--- src/rtl/arr_pkg.sv ---
package arr_pkg;

  typedef enum logic {
    STYLE_SUM  = 1'b0,
    STYLE_PICK = 1'b1
  } reduce_style_e;

  // Bound the requested factor to the legal range [1, hi].
  function automatic int unsigned clamp_factor(input int unsigned n, input int unsigned hi);
    if (n == 0) return 1;
    if (n > hi) return hi;
    return n;
  endfunction

  // Smallest k with n <= (2**base_log) << k, limited to max_k.
  function automatic int unsigned shift_for_factor(input int unsigned n,
                                                   input int unsigned base_log,
                                                   input int unsigned max_k);
    int unsigned k;
    int unsigned lim;
    k   = 0;
    lim = 32'd1 << base_log;
    for (int i = 0; i < 16; i++) begin
      if (k < max_k && n > (lim << k)) k = k + 1;
    end
    return k;
  endfunction

endpackage

--- src/rtl/arr_cfg.sv ---
module arr_cfg
  import arr_pkg::*;
#(
  parameter int DIV_W         = 19,
  parameter int FULL_GAIN_LOG = 10,
  parameter int MAX_SHIFT     = 8,
  parameter int SHIFT_W       = 4
) (
  input  logic               clk,
  input  logic               rst_n,
  input  logic               load,
  input  logic [DIV_W-1:0]   div_pin,
  input  logic               style_pin,
  output logic [DIV_W-1:0]   div_q,
  output logic [SHIFT_W-1:0] shift_q,
  output reduce_style_e      style_q
);
  localparam int unsigned DIV_HI = 32'd1 << (DIV_W - 1);

  int unsigned n_eff;
  assign n_eff = clamp_factor(32'(div_pin), DIV_HI);

  always_ff @(posedge clk) begin
    if (!rst_n || load) begin
      div_q   <= DIV_W'(n_eff);
      shift_q <= SHIFT_W'(shift_for_factor(n_eff, FULL_GAIN_LOG, MAX_SHIFT));
      style_q <= reduce_style_e'(style_pin);
    end
  end
endmodule

--- src/rtl/arr_group_ctr.sv ---
module arr_group_ctr #(
  parameter int DIV_W = 19
) (
  input  logic             clk,
  input  logic             rst_n,
  input  logic             clear,
  input  logic [DIV_W-1:0] div_q,
  output logic             grp_first,
  output logic             grp_last
);
  logic [DIV_W-1:0] pos;

  assign grp_first = (pos == '0);
  assign grp_last  = (pos == div_q - DIV_W'(1));

  always_ff @(posedge clk) begin
    if (!rst_n || clear) pos <= '0;
    else if (grp_last)   pos <= '0;
    else                 pos <= pos + DIV_W'(1);
  end
endmodule

--- src/rtl/arr_accum.sv ---
module arr_accum
  import arr_pkg::*;
#(
  parameter int SAMPLE_W = 14,
  parameter int ACC_W    = 32,
  parameter int OUT_W    = 24,
  parameter int SHIFT_W  = 4
) (
  input  logic                clk,
  input  logic                rst_n,
  input  logic                clear,
  input  logic [SAMPLE_W-1:0] sample,
  input  logic                grp_first,
  input  logic                grp_last,
  input  reduce_style_e       style,
  input  logic [SHIFT_W-1:0]  shift,
  output logic                word_valid,
  output logic [OUT_W-1:0]    word
);
  logic [ACC_W-1:0]    acc;
  logic [ACC_W-1:0]    sum_now;
  logic [SAMPLE_W-1:0] first_code;
  logic [SAMPLE_W-1:0] pick_now;
  logic [OUT_W-1:0]    next_word;

  assign sum_now   = grp_first ? ACC_W'(sample) : acc + ACC_W'(sample);
  assign pick_now  = grp_first ? sample : first_code;
  assign next_word = (style == STYLE_PICK) ? OUT_W'(pick_now) : OUT_W'(sum_now >> shift);

  always_ff @(posedge clk) begin
    if (!rst_n) begin
      acc        <= '0;
      first_code <= '0;
      word_valid <= 1'b0;
      word       <= '0;
    end else if (clear) begin
      acc        <= '0;
      word_valid <= 1'b0;
    end else begin
      acc        <= sum_now;
      if (grp_first) first_code <= sample;
      word_valid <= grp_last;
      if (grp_last) word <= next_word;
    end
  end
endmodule

--- src/rtl/adc_rate_reducer.sv ---
module adc_rate_reducer
  import arr_pkg::*;
#(
  parameter int SAMPLE_W      = 14,
  parameter int DIV_W         = 19,
  parameter int OUT_W         = 24,
  parameter int FULL_GAIN_LOG = 10
) (
  input  logic                clk,
  input  logic                rst_n,
  input  logic [SAMPLE_W-1:0] sample_in,
  input  logic [DIV_W-1:0]    divisor,
  input  logic                pick_first,
  input  logic                restart,
  output logic                out_valid,
  output logic [OUT_W-1:0]    out_data
);
  localparam int ACC_W     = SAMPLE_W + DIV_W - 1;
  localparam int MAX_SHIFT = (ACC_W > OUT_W) ? ACC_W - OUT_W : 0;
  localparam int SHIFT_W   = $clog2(MAX_SHIFT + 1) + 1;

  logic [DIV_W-1:0]   cfg_div;
  logic [SHIFT_W-1:0] cfg_shift;
  reduce_style_e      cfg_mode;
  logic               grp_first;
  logic               grp_last;

  arr_cfg #(
    .DIV_W(DIV_W), .FULL_GAIN_LOG(FULL_GAIN_LOG),
    .MAX_SHIFT(MAX_SHIFT), .SHIFT_W(SHIFT_W)
  ) u_cfg (
    .clk(clk), .rst_n(rst_n), .load(restart),
    .div_pin(divisor), .style_pin(pick_first),
    .div_q(cfg_div), .shift_q(cfg_shift), .style_q(cfg_mode)
  );

  arr_group_ctr #(.DIV_W(DIV_W)) u_ctr (
    .clk(clk), .rst_n(rst_n), .clear(restart), .div_q(cfg_div),
    .grp_first(grp_first), .grp_last(grp_last)
  );

  arr_accum #(
    .SAMPLE_W(SAMPLE_W), .ACC_W(ACC_W), .OUT_W(OUT_W), .SHIFT_W(SHIFT_W)
  ) u_acc (
    .clk(clk), .rst_n(rst_n), .clear(restart), .sample(sample_in),
    .grp_first(grp_first), .grp_last(grp_last),
    .style(cfg_mode), .shift(cfg_shift),
    .word_valid(out_valid), .word(out_data)
  );
endmodule

--- config.mk ---
export PLATFORM = sky130hd
export DESIGN_NAME = adc_rate_reducer
export DESIGN_NICKNAME = d
export VERILOG_FILES = /design/src/rtl/arr_pkg.sv /design/src/rtl/arr_cfg.sv /design/src/rtl/arr_group_ctr.sv /design/src/rtl/arr_accum.sv /design/src/rtl/adc_rate_reducer.sv
export SDC_FILE = /design/constraint.sdc
export NUM_CORES = 1
export LEC_CHECK = 0
export ABC_AREA = 1
export BUFFER_PORTS_ARGS = -buffer_cell sky130_fd_sc_hd__buf_2
export CAP_MARGIN = 25
export CORE_AREA = 2 2 152 154
export CTS_BUF_LIST = sky130_fd_sc_hd__clkbuf_4 sky130_fd_sc_hd__clkbuf_8
export DETAILED_ROUTE_END_ITERATION = 8
export DIE_AREA = 0 0 154 156
export MAX_ROUTING_LAYER = met4
export PLACE_DENSITY = 0.86
export SLEW_MARGIN = 15
export SYNTH_ARGS = -nofsm -noshare
export SYNTH_HDL_FRONTEND = slang
export SYNTH_SLANG_ARGS = --single-unit
export TNS_END_PERCENT = 5
--- constraint.sdc ---
create_clock -name clk -period 62.6 [get_ports clk]
set_clock_uncertainty 0.1 [all_clocks]
set_input_delay 6.26 -clock clk [delete_from_list [all_inputs] [get_ports clk]]
set_output_delay 6.26 -clock clk [all_outputs]
set_load 0.005 [all_outputs]
* Word level (Yosys, flattened, before mapping) *
Index checks and enable logic that the tools add are counted.

word-level totals
  logic and storage cells = 140
  output and inout bits = 25
  bits in registers = 115

operators by class
  add/subtract/negate cells = 18
  shifts and indexed selects = 16
  bitwise logic cells = 2
  reductions and logical operators = 22
  equality and inequality tests = 1
  $lt $le $gt $ge = 32
  mux-type cells = 41

operator list
  cell                      count
  $mux W32                  33
  $gt A32 B32 Y1            15
  $lt A32 B4 Y1 const B     15
  $shl A11 B32 Y32 const A  15
  $add A32 B1 Y32 const B   14
  $logic_not A19 Y1         2
  $add A32 B14 Y32          1
  $gt A32 B11 Y1 const B    1
  $shr A32 B5 Y24           1
  $mux W24                  1
  $add A19 B1 Y19 const B   1
  $eq A19 B19 Y1            1
  $gt A19 B19 Y1 const B    1
  $sub A19 B1 Y19 const B   1
  $logic_and A1 B1 Y1       15
  $mux W14                  1
  $add A5 B1 Y5 const B     1
  $mux W1                   5
  $mux W5                   1
  $reduce_or A2 Y1          2
  $not A1 Y1                2
  $reduce_and A2 Y1         1
  $logic_not A1 Y1          1
  $logic_or A1 B1 Y1        1

* Longest topological paths before layout *
  depth in word-level cells = 82
  mapped depth = 228
  gate-level depth less buffers = 227

* By module *
From an unflattened synthesis, not the netlist that was laid out.

unflattened totals
  cell total of the unflattened synthesis = 2,314
  area total of the unflattened synthesis = 14,760.4 µm²

modules (own cells, without submodules)
  module         instances  cells each  area an instance (µm²)
  arr_cfg        1          974         6,816.5
  arr_accum      1          1,044       6,004.5
  arr_group_ctr  1          296         1,939.4

* Least setup slack after synthesis *
OpenSTA, ideal clock, no wires.

  path type = input -> register
  start point = input port divisor[0]
  end point = register u_cfg.shift_q[1] (data pin)
  setup slack = 30.774 ns
  buffers on the path = 1
  cell stages on the path = 204
  setup time = 0.259 ns
  arrival time = 31.467 ns
  path through = nor2_1 -> nand3_1 -> nor2_2 -> nand2_2 -> nand2_4 -> buf_6 -> clkinv_1 -> nor2_1 -> nor2_1 -> nand3_1 -> inv_1 -> nand3_1 -> inv_1 -> ha_1 -> nand2_1 -> o211ai_1 -> inv_1 -> ha_1 -> [168 not listed] -> a41o_1 -> inv_1 -> nand4_1 -> nand2_2 -> inv_2 -> nor2_1 -> nand2_1 -> ha_1 -> nand2_1 -> nor2_1 -> a211oi_1 -> o21ai_0 -> a21oi_1 -> a31o_2 -> inv_1 -> nand3_1 -> nor2_1 -> a21oi_1

on the way
  word-level cells in the longest chain between the ends = 82
  elaborated cells on any way between the ends = 116
  those cells by class = add/sub (15); order compare (32); shift (15); mux (38); reduce/logical (16)

RTL lines
  what                    RTL line                RTL
  start: declaration      adc_rate_reducer.sv:12  input logic [DIV_W-1:0] divisor,
  $gt A19 B19 Y1          arr_pkg.sv:11           if (n > hi) return hi;
  $mux W1 (2 in a row)    arr_pkg.sv:11
  $mux W32                arr_pkg.sv:12           return n;
  $mux W32 *              arr_pkg.sv:11
  via u_cfg.n_eff[12]     arr_cfg.sv:20           int unsigned n_eff;
  $gt A32 B11 Y1          arr_pkg.sv:24           if (k < max_k && n > (lim << k)) k = k + 1;
  $mux W1                 arr_pkg.sv:24
  $mux W32                arr_cfg.sv:24           if (!rst_n || load) begin
  [66 not listed]         --
  $gt A32 B32 Y1          arr_pkg.sv:24
  $logic_and A1 B1 Y1     arr_pkg.sv:24
  $mux W32                arr_pkg.sv:24
  $mux W32                arr_cfg.sv:24
  $shl A11 B32 Y32        arr_pkg.sv:24
  $gt A32 B32 Y1          arr_pkg.sv:24
  $logic_and A1 B1 Y1     arr_pkg.sv:24
  $mux W5 *               arr_pkg.sv:24
  end signal: assignment  arr_cfg.sv:26           shift_q <= SHIFT_W'(shift_for_factor(n_eff, FULL_GAIN_LOG, MAX_SHIFT));
  end: declaration        arr_cfg.sv:15           output logic [SHIFT_W-1:0] shift_q,

The timed path passes the listed nets; every way through them passes the cells marked *. The select of a mux whose other input is x is not followed.
A chain may end at the register's enable or synchronous reset.

* Worst setup path after layout *
  start point = input port divisor[8]
  end point = register u_cfg.shift_q[1] (data pin)

The elaborated chain is that of the path after synthesis.

==> flow_summary.json <==
{
  "outcome": "finished, final reports clean",
  "hold_violations": 0,
  "dominant_combinational_cell_family_by_area_after_synthesis": "simple AND/OR/NAND/NOR gates",
  "synth_mux_area_frac": 0.00824,
  "layout.cells.most_common": "sky130_fd_sc_hd__nand2_1",
  "routed_antenna_nets": 0,
  "grt_use_total": 0.291,
  "worst-r2r-setup-slack_ns": 56.22,
  "clkLatencyLatePin_ns": 0.44,
  "timing.final.crit_period_ns": 34.69,
  "startpoint_of_the_worst_hold_path": "u_ctr.pos[0]$_SDFF_PP0_",
  "tritoncts_clock_tree": "yes",
  "r2r_start": "u_acc.acc[0]$_SDFF_PP0_",
  "initial_antenna_violation_count": 0,
  "postCtsResizedCells": 0,
  "cts-buffers-inserted": 17,
  "critical_path.slowest_cell": "sky130_fd_sc_hd__o41ai_1",
  "ratio_of_cells_with_drive_above_1_in_the_final_layout": 0.141,
  "worstHoldEndpoint": "u_ctr.pos[0]$_SDFF_PP0_",
  "post-cts-setup-buffers": 0,
  "finalCoreUtilization": 0.643,
  "detail_route.wirelength_um": 33200,
  "first_pass_iters": 5,
  "worst-endpoint-arrival_ns": 34.78,
  "yosysWarningCount": 0,
  "critical_path_class": "in2reg",
  "post_synth_and_or_nand_nor_area_fraction": 0.371,
  "cts.clk_slew.worst_paths_ns": 0.07,
  "syn-num-nets": 2243,
  "diodes": 0,
  "max_cap_violations": 0,
  "edff_count_synth": 25,
  "residual_drc": 0,
  "ys_types": 65,
  "grt_pass1_wl_um": 57200,
  "number_of_hold_buffers_added_after_cts": 0,
  "max_freq_ghz": 0.0288,
  "synth_xor_xnor_area_share": 0.0216,
  "nets": 2284,
  "setup_tns_ns": 0,
  "synthFlopType": "sky130_fd_sc_hd__dfxtp_1",
  "clockBufferDepth": 2,
  "multi_input_logic_area_um2": 9570,
  "area_growth_pct": 7.62,
  "detail_route.wl_per_cell_um": 14.0,
  "postSynthCellCount": 2036,
  "yosysSeqAreaShare": 0.191,
  "fp-row-count": 55,
  "synth_adder_area_share": 0.160,
  "reg_to_reg_end": "u_acc.word[5]$_SDFFE_PN0P_",
  "die_y_um": 156,
  "cts_sinks": 115,
  "num-fill-cells": 1984,
  "chipWidth_um": 154,
  "finalSetupViolCount": 0,
  "floorplan.initialDensity": 0.598,
  "vias_per_cell": 5.62,
  "async_reset_ff_frac": 0,
  "synthesis.area_per_instance_um2": 6.56,
  "fin_ws_ns": 27.91,
  "final_min_period_over_clock_period": 0.554,
  "worstPathRequired_ns": 62.70,
  "timing.critical_path.slowest_cell_delay_ns": 0.58,
  "final_replace_weighted_congestion": 0.962,
  "h_tree_level_count": 4,
  "grt_start_max_net_pins": 43,
  "number_of_vias_after_detailed_routing": 13400,
  "placeableCoreArea_um2": 22400,
  "io_buffers": 61,
  "crit_path_start_kind": "input port",
  "dr.first_iter.drc_count": 936,
  "final_cell_mix": "sky130_fd_sc_hd__nand2_1, sky130_fd_sc_hd__inv_1, sky130_fd_sc_hd__nor2_1",
  "min_path_cells": 1,
  "setup.worst_path.end_class": "flip-flop",
  "worst-slew-pin-transition_ns": 0.936,
  "first_global_vias": 12700,
  "max-slew-margin-rel": 0.376,
  "total_congestion_overflow": 0,
  "clock-root-buffer": "sky130_fd_sc_hd__clkbuf_8",
  "fp.dieArea_um2": 24000,
  "critical_path_peak_fanout": 16,
  "seqCellArea_um2": 2550,
  "synth_seq_cells": 115,
  "path_common_cell": "sky130_fd_sc_hd__nand2_1",
  "io_pins": 62,
  "dpl.hpwl_um": 25700,
  "drv_slew": 0,
  "ff2ff_path_depth": 43,
  "min-delay-path-class": "reg2reg",
  "syn-cell-area_um2": 13400,
  "setup_repair_after_global_routing_missed_its_margin": "false",
  "compound_gate_fraction_of_synth_area": 0.154,
  "dp_slack_ns": 27.73
}
## critical path: cells and delay by family
family                     cells  cell delay, ns
AOI/OAI and AO/OA             46            7.65
adders and majority gates     21            5.50
buffers and inverters         31            3.61
and+or+nand+nor              104           11.74
## worst max-delay path by stage
stage / start / to / cells after the start
2_1_floorplan: divisor[0] / u_cfg.shift_q[1]$_DFFE_PP_ / 204
3_3_place_gp: divisor[9] / u_cfg.shift_q[1]$_DFFE_PP_ / 205
3_5_place_dp: divisor[9] / u_cfg.shift_q[1]$_DFFE_PP_ / 207
4_1_cts: divisor[9] / u_cfg.shift_q[1]$_DFFE_PP_ / 205
5_1_grt: divisor[7] / u_cfg.shift_q[1]$_DFFE_PP_ / 205
6_report: divisor[8] / u_cfg.shift_q[1]$_DFFE_PP_ / 202
## cells in the mapped netlist, types with 25 or more instances
master,n,area share
sky130_fd_sc_hd__nand4_1,33,0.015
sky130_fd_sc_hd__clkbuf_1,45,0.013
sky130_fd_sc_hd__a21oi_1,100,0.037
sky130_fd_sc_hd__nand2_2,54,0.025
sky130_fd_sc_hd__inv_1,247,0.069
sky130_fd_sc_hd__o21ai_0,171,0.064
sky130_fd_sc_hd__dfxtp_1,90,0.13
sky130_fd_sc_hd__ha_1,169,0.16
sky130_fd_sc_hd__nor2_1,215,0.060
sky130_fd_sc_hd__nand3_1,93,0.035
sky130_fd_sc_hd__nor3_1,39,0.015
sky130_fd_sc_hd__edfxtp_1,25,0.056
sky130_fd_sc_hd__nand2_1,445,0.12
## flip-flops by register name (all words and copies together), names as in the netlist
name / count
u_acc.word_valid: 1
u_acc.first_code: 14
u_acc.word: 24
u_cfg.style_q: 1
u_cfg.div_q: 19
u_acc.acc: 32
u_cfg.shift_q: 5
u_ctr.pos: 19
## area by class of cell
| class | instances | share of cell area |
|---|---|---|
| clock buffer | 21 | 0.0192 |
| clock inverter | 11 | 0.0126 |
| inverter | 276 | 0.0722 |
| multi-input combinational | 1594 | 0.665 |
| sequential | 115 | 0.177 |
| tap | 285 | 0.0248 |
| timing repair buffer | 73 | 0.0284 |
## metrics by stage
stage	hold WS, ns	instances	instance area, um2
floorplan	0.330	2036	13400
global placement	0.346	2342	13900
detailed placement	0.356	2343	13900
CTS	0.370	2375	14400
global route	0.389	2375	14400
finish	0.370	2375	14400
## routing by layer
| layer | share of wire | up-vias | track usage |
|---|---|---|---|
| met2 | 0.47 | 365 | 0.494 |
| met4 | 0.035 | 0 | 0.123 |
| li1 | - | 6855 | - |
| met1 | 0.44 | 6031 | 0.350 |
| met3 | 0.049 | 102 | 0.0331 |
| met5 | 0 | - | - |
## logic make-up (layout without fill, tap and decap cells)
kind of cell,count (synthesis),after routing
simple gates,1024,1024
buf+inv,327,381
xor+xnor,33,33
compound gates,354,354
flops,115,115
mux,11,11
other cells,2,2
fa+ha+maj,170,170
Power is left out: the tool's default activity adds up to more than one toggle a clock period on the data nets, which glitch-free logic cannot reach.
